[src/rtl/err_logger_pkg.sv]
package err_logger_pkg;
  typedef enum logic [1:0] {
    CLS_NONE = 2'd0,
    CLS_BUS  = 2'd1,
    CLS_SBE  = 2'd2,
    CLS_DBE  = 2'd3
  } err_cls_e;

  localparam int NUM_CLS = 3;
  localparam int CLR_W   = 3;
  localparam int CLR_CM  = 0;
  localparam int CLR_GNF = 1;
  localparam int CLR_NXT = 2;
endpackage

[src/rtl/err_classify.sv]
module err_classify
  import err_logger_pkg::*;
(
  input  logic     bus_err,
  input  logic     sbe,
  input  logic     dbe,
  output err_cls_e cls
);
  always_comb begin
    if (dbe)          cls = CLS_DBE;
    else if (bus_err) cls = CLS_BUS;
    else if (sbe)     cls = CLS_SBE;
    else              cls = CLS_NONE;
  end
endmodule

[src/rtl/err_tag_bank.sv]
module err_tag_bank
  import err_logger_pkg::*;
#(
  parameter int ID_W = 8
) (
  input  logic            clk,
  input  logic            rst_n,
  input  logic            acc,
  input  err_cls_e        cls,
  input  logic [ID_W-1:0] id,
  output logic [ID_W-1:0] tag_q [NUM_CLS]
);
  for (genvar k = 0; k < NUM_CLS; k++) begin : g_tag
    localparam err_cls_e MY_CLS = err_cls_e'(k + 1);
    always_ff @(posedge clk) begin
      if (!rst_n)                      tag_q[k] <= '0;
      else if (acc && cls == MY_CLS)   tag_q[k] <= id;
    end
  end
endmodule

[src/rtl/err_status.sv]
module err_status
  import err_logger_pkg::*;
(
  input  logic             clk,
  input  logic             rst_n,
  input  logic             acc,
  input  err_cls_e         cls,
  input  logic             clr_we,
  input  logic [CLR_W-1:0] clr_bits,
  output logic             first_cm,
  output logic             first_gnf,
  output logic             next_gnf
);
  logic [CLR_W-1:0] clr_m;
  logic set_cm, set_gnf, set_nxt;

  assign clr_m = clr_we ? clr_bits : '0;

  always_comb begin
    set_cm  = 1'b0;
    set_gnf = 1'b0;
    set_nxt = 1'b0;
    if (acc && cls != CLS_NONE) begin
      if (first_gnf)                       set_nxt = 1'b1;
      else if (cls == CLS_SBE && !first_cm) set_cm  = 1'b1;
      else                                 set_gnf = 1'b1;
    end
  end

  always_ff @(posedge clk) begin
    if (!rst_n) begin
      first_cm  <= 1'b0;
      first_gnf <= 1'b0;
      next_gnf  <= 1'b0;
    end else begin
      first_cm  <= set_cm  | (first_cm  & ~clr_m[CLR_CM]);
      first_gnf <= set_gnf | (first_gnf & ~clr_m[CLR_GNF]);
      next_gnf  <= set_nxt | (next_gnf  & ~clr_m[CLR_NXT]);
    end
  end
endmodule

[src/rtl/err_logger.sv]
module err_logger
  import err_logger_pkg::*;
#(
  parameter int ID_W = 8
) (
  input  logic            clk,
  input  logic            rst_n,
  input  logic            rpt_valid,
  output logic            rpt_ready,
  input  logic            rpt_bus_err,
  input  logic            rpt_sbe,
  input  logic            rpt_dbe,
  input  logic [ID_W-1:0] rpt_id,
  input  logic            clr_we,
  input  logic [2:0]      clr_bits,
  output logic            first_cm,
  output logic            first_gnf,
  output logic            next_gnf,
  output logic [ID_W-1:0] bus_id_q,
  output logic [ID_W-1:0] sbe_id_q,
  output logic [ID_W-1:0] dbe_id_q
);
  err_cls_e        cls;
  logic            acc;
  logic [ID_W-1:0] tags [NUM_CLS];

  assign rpt_ready = rst_n;
  assign acc       = rpt_valid & rpt_ready;

  err_classify u_cls (
    .bus_err (rpt_bus_err),
    .sbe     (rpt_sbe),
    .dbe     (rpt_dbe),
    .cls     (cls)
  );

  err_tag_bank #(.ID_W(ID_W)) u_tags (
    .clk   (clk),
    .rst_n (rst_n),
    .acc   (acc),
    .cls   (cls),
    .id    (rpt_id),
    .tag_q (tags)
  );

  err_status u_stat (
    .clk       (clk),
    .rst_n     (rst_n),
    .acc       (acc),
    .cls       (cls),
    .clr_we    (clr_we),
    .clr_bits  (clr_bits),
    .first_cm  (first_cm),
    .first_gnf (first_gnf),
    .next_gnf  (next_gnf)
  );

  assign bus_id_q = tags[int'(CLS_BUS) - 1];
  assign sbe_id_q = tags[int'(CLS_SBE) - 1];
  assign dbe_id_q = tags[int'(CLS_DBE) - 1];
endmodule

[config.mk]
export PLATFORM = sky130hd
export DESIGN_NAME = err_logger
export DESIGN_NICKNAME = d
export VERILOG_FILES = /design/src/rtl/err_logger_pkg.sv /design/src/rtl/err_classify.sv /design/src/rtl/err_tag_bank.sv /design/src/rtl/err_status.sv /design/src/rtl/err_logger.sv
export SDC_FILE = /design/constraint.sdc
export NUM_CORES = 1
export LEC_CHECK = 0
export ABC_AREA = 0
export BUFFER_PORTS_ARGS = -buffer_cell sky130_fd_sc_hd__buf_2
export CAP_MARGIN = 10
export CORE_ASPECT_RATIO = 0.6
export CORE_MARGIN = 3
export CORE_UTILIZATION = 30
export DETAILED_ROUTE_END_ITERATION = 16
export PLACE_DENSITY_LB_ADDON = 0.12
export SYNTH_ARGS = -nofsm -noshare
export SYNTH_HDL_FRONTEND = slang
export SYNTH_SLANG_ARGS = --single-unit
[constraint.sdc]
create_clock -name clk -period 2.4 [get_ports clk]
set_input_delay 0.36 -clock clk [delete_from_list [all_inputs] [get_ports clk]]
set_output_delay 0.36 -clock clk [all_outputs]
set_load 0.02 [all_outputs]
==> impl_metrics.env, run 1 <==
export IMPL_post_cts_buffers=0
export IMPL_end_kind="register"
export IMPL_reg2reg_depth=2
export IMPL_dpl_cell_count=189
export IMPL_yosysWarnings=0
export IMPL_cp_slowest_cell="nor4b_4"
export IMPL_regArea_sq_um=541
export IMPL_synth_area_leader_cell="dfxtp_1"
export IMPL_cts_resized=0
export IMPL_synth_distinct_cells=18
export IMPL_cts_buffers=3
export IMPL_wirelength_microns=2480
export IMPL_clk_pin_slew_ns=0.09
export IMPL_dpl_instance_area_sq_um=1240
export IMPL_dieArea_sq_um=4080
export IMPL_cellLeakagePower_nw=0.583
export IMPL_htree_levels=1
export IMPL_vias_per_cell=4.90
export IMPL_cts_hold_fix_buffers=0
export IMPL_regToRegEndpoint="u_stat.first_gnf"
export IMPL_clk_path_buf_depth=2
export IMPL_path_cells="buf_2 -> nand2_1 -> nor4b_4 -> a22o_1"
export IMPL_powerDensity_nw_per_um2=646
export IMPL_crit_end="u_tags.tag_q[14]"
export IMPL_finalCriticalPeriod_ns=1.45
export IMPL_design_area_sq_um=1290
export IMPL_antenna_found_initial=0
export IMPL_crit_start="rst_n"
export IMPL_multi_input_area_sq_um=424
export IMPL_synth_fp_nets=127
export IMPL_stdcell_count=193
export IMPL_period_share=0.605
export IMPL_dieHeight_microns=50.7
export IMPL_post_route_drc_count=0
export IMPL_rsz0062_at_grt="no"
export IMPL_io_pins=46
export IMPL_firstDrtPassIters=4
export IMPL_grt_use_total=0.129
export IMPL_path_class="input pin to register"
export IMPL_clock_skew_ns=0.000152
export IMPL_crit_arrival_ns=1.66
export IMPL_yosys_top_cells_area="dfxtp_1, nand2_1, a22o_1"
export IMPL_fin_nets=170
export IMPL_insertion_delay_ns=0.27
export IMPL_grt_overflow=0
export IMPL_seq_area_frac_synth=0.541
export IMPL_hpwl_microns=1870
export IMPL_fmax_mhz=689
export IMPL_drive_gt1_frac=0.325
export IMPL_relSlewSlack=0.616
export IMPL_tns_ns=0
export IMPL_ys_ff_latch=27
export IMPL_place_gp_congestion=0.785
export IMPL_syn_inst=109
export IMPL_io_buffers=45
export IMPL_setup_viol=0
export IMPL_coreArea_sq_um=3020
export IMPL_worst_pin_slew_ns=0.574
export IMPL_r2r_start="u_stat.first_cm"
export IMPL_r2r_setup_slack_ns=1.60
export IMPL_status="finished, final reports clean"
export IMPL_netlist_area_sq_um=1000
export IMPL_synth_top_area_frac=0.541
export IMPL_start_util=0.331
export IMPL_max_stage_delay_ns=0.57
export IMPL_avgSynthCellArea_sq_um=9.17
export IMPL_synth_edf_count=0
export IMPL_grt_pass1_wl_microns=4110
export IMPL_maxSlewViolCount=0
export IMPL_cts_tree="built"
export IMPL_setup_worst_path_start_class="input pin"
export IMPL_clock_root_buffer="clkbuf_8"
export IMPL_hold_viol=0
export IMPL_synthFlopType="dfxtp_1"
export IMPL_die_w_microns=80.5
export IMPL_row_count=15
export IMPL_yosys_top_cells_count="nand2_1, dfxtp_1, nand3_1"
export IMPL_fill_cells=316
export IMPL_maxCapViolCount=0
export IMPL_wire_per_inst_microns=12.8
export IMPL_hold_class="input pin to register"
export IMPL_peakVddDrop_uv=236
export IMPL_grt_pass1_vias=883
export IMPL_grt_max_degree=26
export IMPL_cts_sinks=27
export IMPL_cp_max_fo=25
export IMPL_yosysMostFrequentCell="nand2_1"
export IMPL_vias=945
export IMPL_async_reset_ff_frac=0
export IMPL_worstPathRequired_ns=2.61
export IMPL_syn_to_final_growth_pct=28.8
export IMPL_ant_nets=0
export IMPL_antenna_cells=0
export IMPL_drt_iter0_drc=39
export IMPL_hp_start="rpt_id[2]"
sequential cells by signal (all words and copies together), names as in the netlist:
name / count
u_tags.tag_q: 24
u_stat.first_cm: 1
u_stat.first_gnf: 1
u_stat.next_gnf: 1
through the flow:
step                      hold WS [ns]  worst slack (ns)  total power, W  utilization
final                            0.326             0.948        0.000831        0.426
after global routing             0.331             0.833        0.000877        0.426
after CTS                        0.325             0.951        0.000846        0.426
after detailed placement         0.444             0.674        0.000590        0.411
after global placement           0.439             0.776        0.000588        0.411
after floorplan                  0.469              1.33        0.000543            -
worst min path at each step:
stage | to | slack, ns | cells past startpoint
final | u_tags.tag_q[18] | 0.33 | 3
after global routing | u_tags.tag_q[19] | 0.33 | 3
after CTS | u_tags.tag_q[19] | 0.33 | 3
after detailed placement | u_tags.tag_q[21] | 0.44 | 2
after global placement | u_tags.tag_q[21] | 0.44 | 2
after floorplan | u_tags.tag_q[16] | 0.47 | 2
area by class of cell:
cell class	count	area share
clock buffer	4	0.0350
multi-input combinational	75	0.329
sequential	27	0.420
tap	42	0.0408
timing repair buffer	45	0.175
layer usage:
layer | share of wire | GRT usage | up-vias
li1 | - | - | 462
met1 | 0.48 | 0.161 | 440
met2 | 0.43 | 0.216 | 41
met3 | 0.082 | 0.0520 | 2
met4 | 0.0028 | 0.0169 | 0
met5 | 0 | 0 | -
cell usage in the layout (no fill, tap or decap), drive strengths merged:
master | Yosys | layout
nand3 | 11 | 11
a22o | 8 | 8
a211oi | 1 | 1
and4b | 1 | 1
dfxtp | 27 | 27
a32o | 1 | 1
nor4b | 1 | 1
nor2 | 1 | 1
a21boi | 8 | 8
o31a | 1 | 1
o21ai | 10 | 10
nor3 | 1 | 1
buf | 2 | 45
nand3b | 1 | 1
clkbuf | 5 | 4
nand2 | 30 | 30
worst max-delay path: cells and delay by family:
kind | cells | cell delay (ns)
AOI/OAI and AO/OA | 1 | 0.22
buffers and inverters | 1 | 0.35
and+or+nand+nor | 2 | 0.72
cell families (layout without fill, tap and decap cells):
logic type	Yosys count	after routing	synth area share
flip-flops	27	27	0.541
AO/OA/AOI/OAI	29	29	0.207
AND/OR/NAND/NOR	46	46	0.218
buffers and inverters	7	49	0.0350
power by group:
group	switching (W)	leakage [nW]	internal (W)	total, W
clock	0.000134	0.0228	0.000119	0.000253
sequential	0.00000918	0.220	0.000465	0.000474
combinational	0.0000674	0.341	0.0000372	0.000105
total	0.000211	0.583	0.000621	0.000831
Note: power is estimated with default switching activity, not from simulation.
==> run 2: changes to the inputs <==
Clock period 2.4 ns to 1.35 ns, I/O delays scaled along.
==> impl_metrics.env, run 2 (same netlist as run 1, synthesis figures left out) <==
export IMPL_status="finished, final reports clean"
export IMPL_hold_class="input pin to register"
export IMPL_clk_pin_slew_ns=0.10
export IMPL_wl_met3_microns=197
export IMPL_grt_max_degree=17
export IMPL_cp_max_fo=5
export IMPL_holdPathEnd="u_tags.tag_q[18]"
export IMPL_regToRegEndpoint="u_stat.first_gnf"
export IMPL_design_area_sq_um=1320
export IMPL_coreArea_sq_um=3020
export IMPL_p_int_w=0.00111
export IMPL_maxCapViolCount=0
export IMPL_ant_nets=0
export IMPL_finalCriticalPeriod_ns=1.06
export IMPL_largest_register="u_tags.tag_q"
export IMPL_firstDrtPassIters=4
export IMPL_path_delay_family="flip-flops"
export IMPL_cellLeakagePower_nw=0.602
export IMPL_cts_resized=0
export IMPL_grt_use_total=0.130
export IMPL_antenna_found_initial=0
export IMPL_fmax_mhz=946
export IMPL_clock_root_buffer="clkbuf_8"
export IMPL_post_cts_buffers=0
export IMPL_syn_to_final_growth_pct=32.2
export IMPL_worstPathRequired_ns=1.15
export IMPL_grt_pass1_wl_microns=4080
export IMPL_crit_cells=1
export IMPL_drive_gt1_frac=0.348
export IMPL_dpl_instance_area_sq_um=1270
export IMPL_worst_pin_slew_ns=0.597
export IMPL_cts_hold_fix_buffers=0
export IMPL_layout_commonest_cell="buf_2"
export IMPL_clk_path_buf_depth=2
export IMPL_die_w_microns=80.5
export IMPL_cts_buffers=3
export IMPL_cp_slowest_cell="dfxtp_1"
export IMPL_pwr_share_clk=0.311
export IMPL_setup_worst_path_start_class="register"
export IMPL_hpwl_microns=1970
export IMPL_relSlewSlack=0.600
export IMPL_p_sw_w=0.000397
export IMPL_fill_cells=311
export IMPL_dieArea_sq_um=4080
export IMPL_maxSlewViolCount=0
export IMPL_path_buf_inv=1
export IMPL_cts_tree="built"
export IMPL_rsz0062_at_grt="no"
export IMPL_peakVddDrop_uv=614
export IMPL_vias=919
export IMPL_place_gp_congestion=0.755
export IMPL_start_util=0.331
export IMPL_p_sw_frac=0.263
export IMPL_io_pins=46
export IMPL_io_buffers=45
export IMPL_cts_sinks=27
export IMPL_grt_overflow=0
export IMPL_antenna_cells=0
export IMPL_max_stage_delay_ns=0.40
export IMPL_clock_skew_ns=0.000114
export IMPL_insertion_delay_ns=0.26
export IMPL_pwr_share_seq=0.559
export IMPL_hp_start="rpt_id[2]"
export IMPL_path_cells="buf_2"
export IMPL_regArea_sq_um=541
export IMPL_period_share=0.783
export IMPL_grt_pass1_vias=869
export IMPL_setup_viol=0
export IMPL_tns_ns=0
export IMPL_fin_nets=174
export IMPL_m1WireLength_microns=1250
export IMPL_row_count=15
export IMPL_wire_per_inst_microns=12.9
export IMPL_combPwrFrac=0.130
export IMPL_dr_max_layer_used="met4"
export IMPL_vias_per_cell=4.66
export IMPL_hold_viol=0
export IMPL_end_kind="primary output"
export IMPL_r2r_start="u_stat.first_cm"
export IMPL_reg2reg_depth=2
export IMPL_wirelength_microns=2540
export IMPL_powerDensity_nw_per_um2=1140
export IMPL_multi_input_area_sq_um=424
export IMPL_post_route_drc_count=0
export IMPL_path_class="register to primary output"
export IMPL_drt_iter0_drc=19
export IMPL_wl_met2_microns=1080
export IMPL_dieHeight_microns=50.7
export IMPL_final_cell_mix="buf_2, nand2_1, dfxtp_1, nand3_1"
export IMPL_r2r_setup_slack_ns=0.58
export IMPL_htree_levels=1
export IMPL_largest_reg_flops=24
export IMPL_crit_arrival_ns=0.85
export IMPL_min_delay_path_depth=3
-- run 2: cell count changes in the layout (fill, tap and decap cells not counted), sizes merged --
cell / previous run / this run
clkinvlp: 0 / 1
clkbuf: 4 / 3
buf: 45 / 49
-- run 2: final cells by class --
cell class	instances	share of cell area
clock buffer	3	0.0312
multi-input combinational	75	0.321
sequential	27	0.409
tap	42	0.0398
clock inverter	1	0.00568
timing repair buffer	49	0.193
-- run 2: power by group through the flow --
stage	Clock, W	Combinational [W]	Sequential, W
CTS	0.000479	0.000198	0.000843
global route	0.000527	0.000216	0.000848
floorplan	0	0.0000680	0.000898
finish	0.000468	0.000196	0.000843
detailed placement	0	0.000198	0.000862
global placement	0	0.000195	0.000860
-- run 2: per-stage QoR --
stage	setup WS, ns	hold slack [ns]	total power [W]	instances	utilization
global route	0.221	0.161	0.00159	197	0.437
floorplan	0.433	0.311	0.000965	109	-
detailed placement	0.0494	0.450	0.00106	193	0.421
global placement	0.0918	0.440	0.00106	193	0.421
finish	0.293	0.156	0.00151	197	0.437
CTS	0.281	0.158	0.00152	197	0.437
-- run 2: layer usage --
layer / global-route usage / vias up
met4: 0.0169 / 0
met3: 0.0520 / 2
met5: 0 / -
met1: 0.180 / 417
li1: - / 470
met2: 0.195 / 30
-- run 2: worst reg2reg max path, cell delays in order, from the launching register on --
cell	delay, ns
dfxtp_1	0.34
a211oi_1	0.21
o21ai_0	0.11
-- run 2: worst max-delay path by stage --
stage | to | start | slack, ns
final | first_gnf | u_stat.first_gnf | 0.29
after global routing | first_gnf | u_stat.first_gnf | 0.22
after CTS | first_gnf | u_stat.first_gnf | 0.28
after detailed placement | u_tags.tag_q[9] | rpt_valid | 0.05
after global placement | u_tags.tag_q[11] | rpt_valid | 0.09
after floorplan | u_tags.tag_q[10] | rpt_valid | 0.43
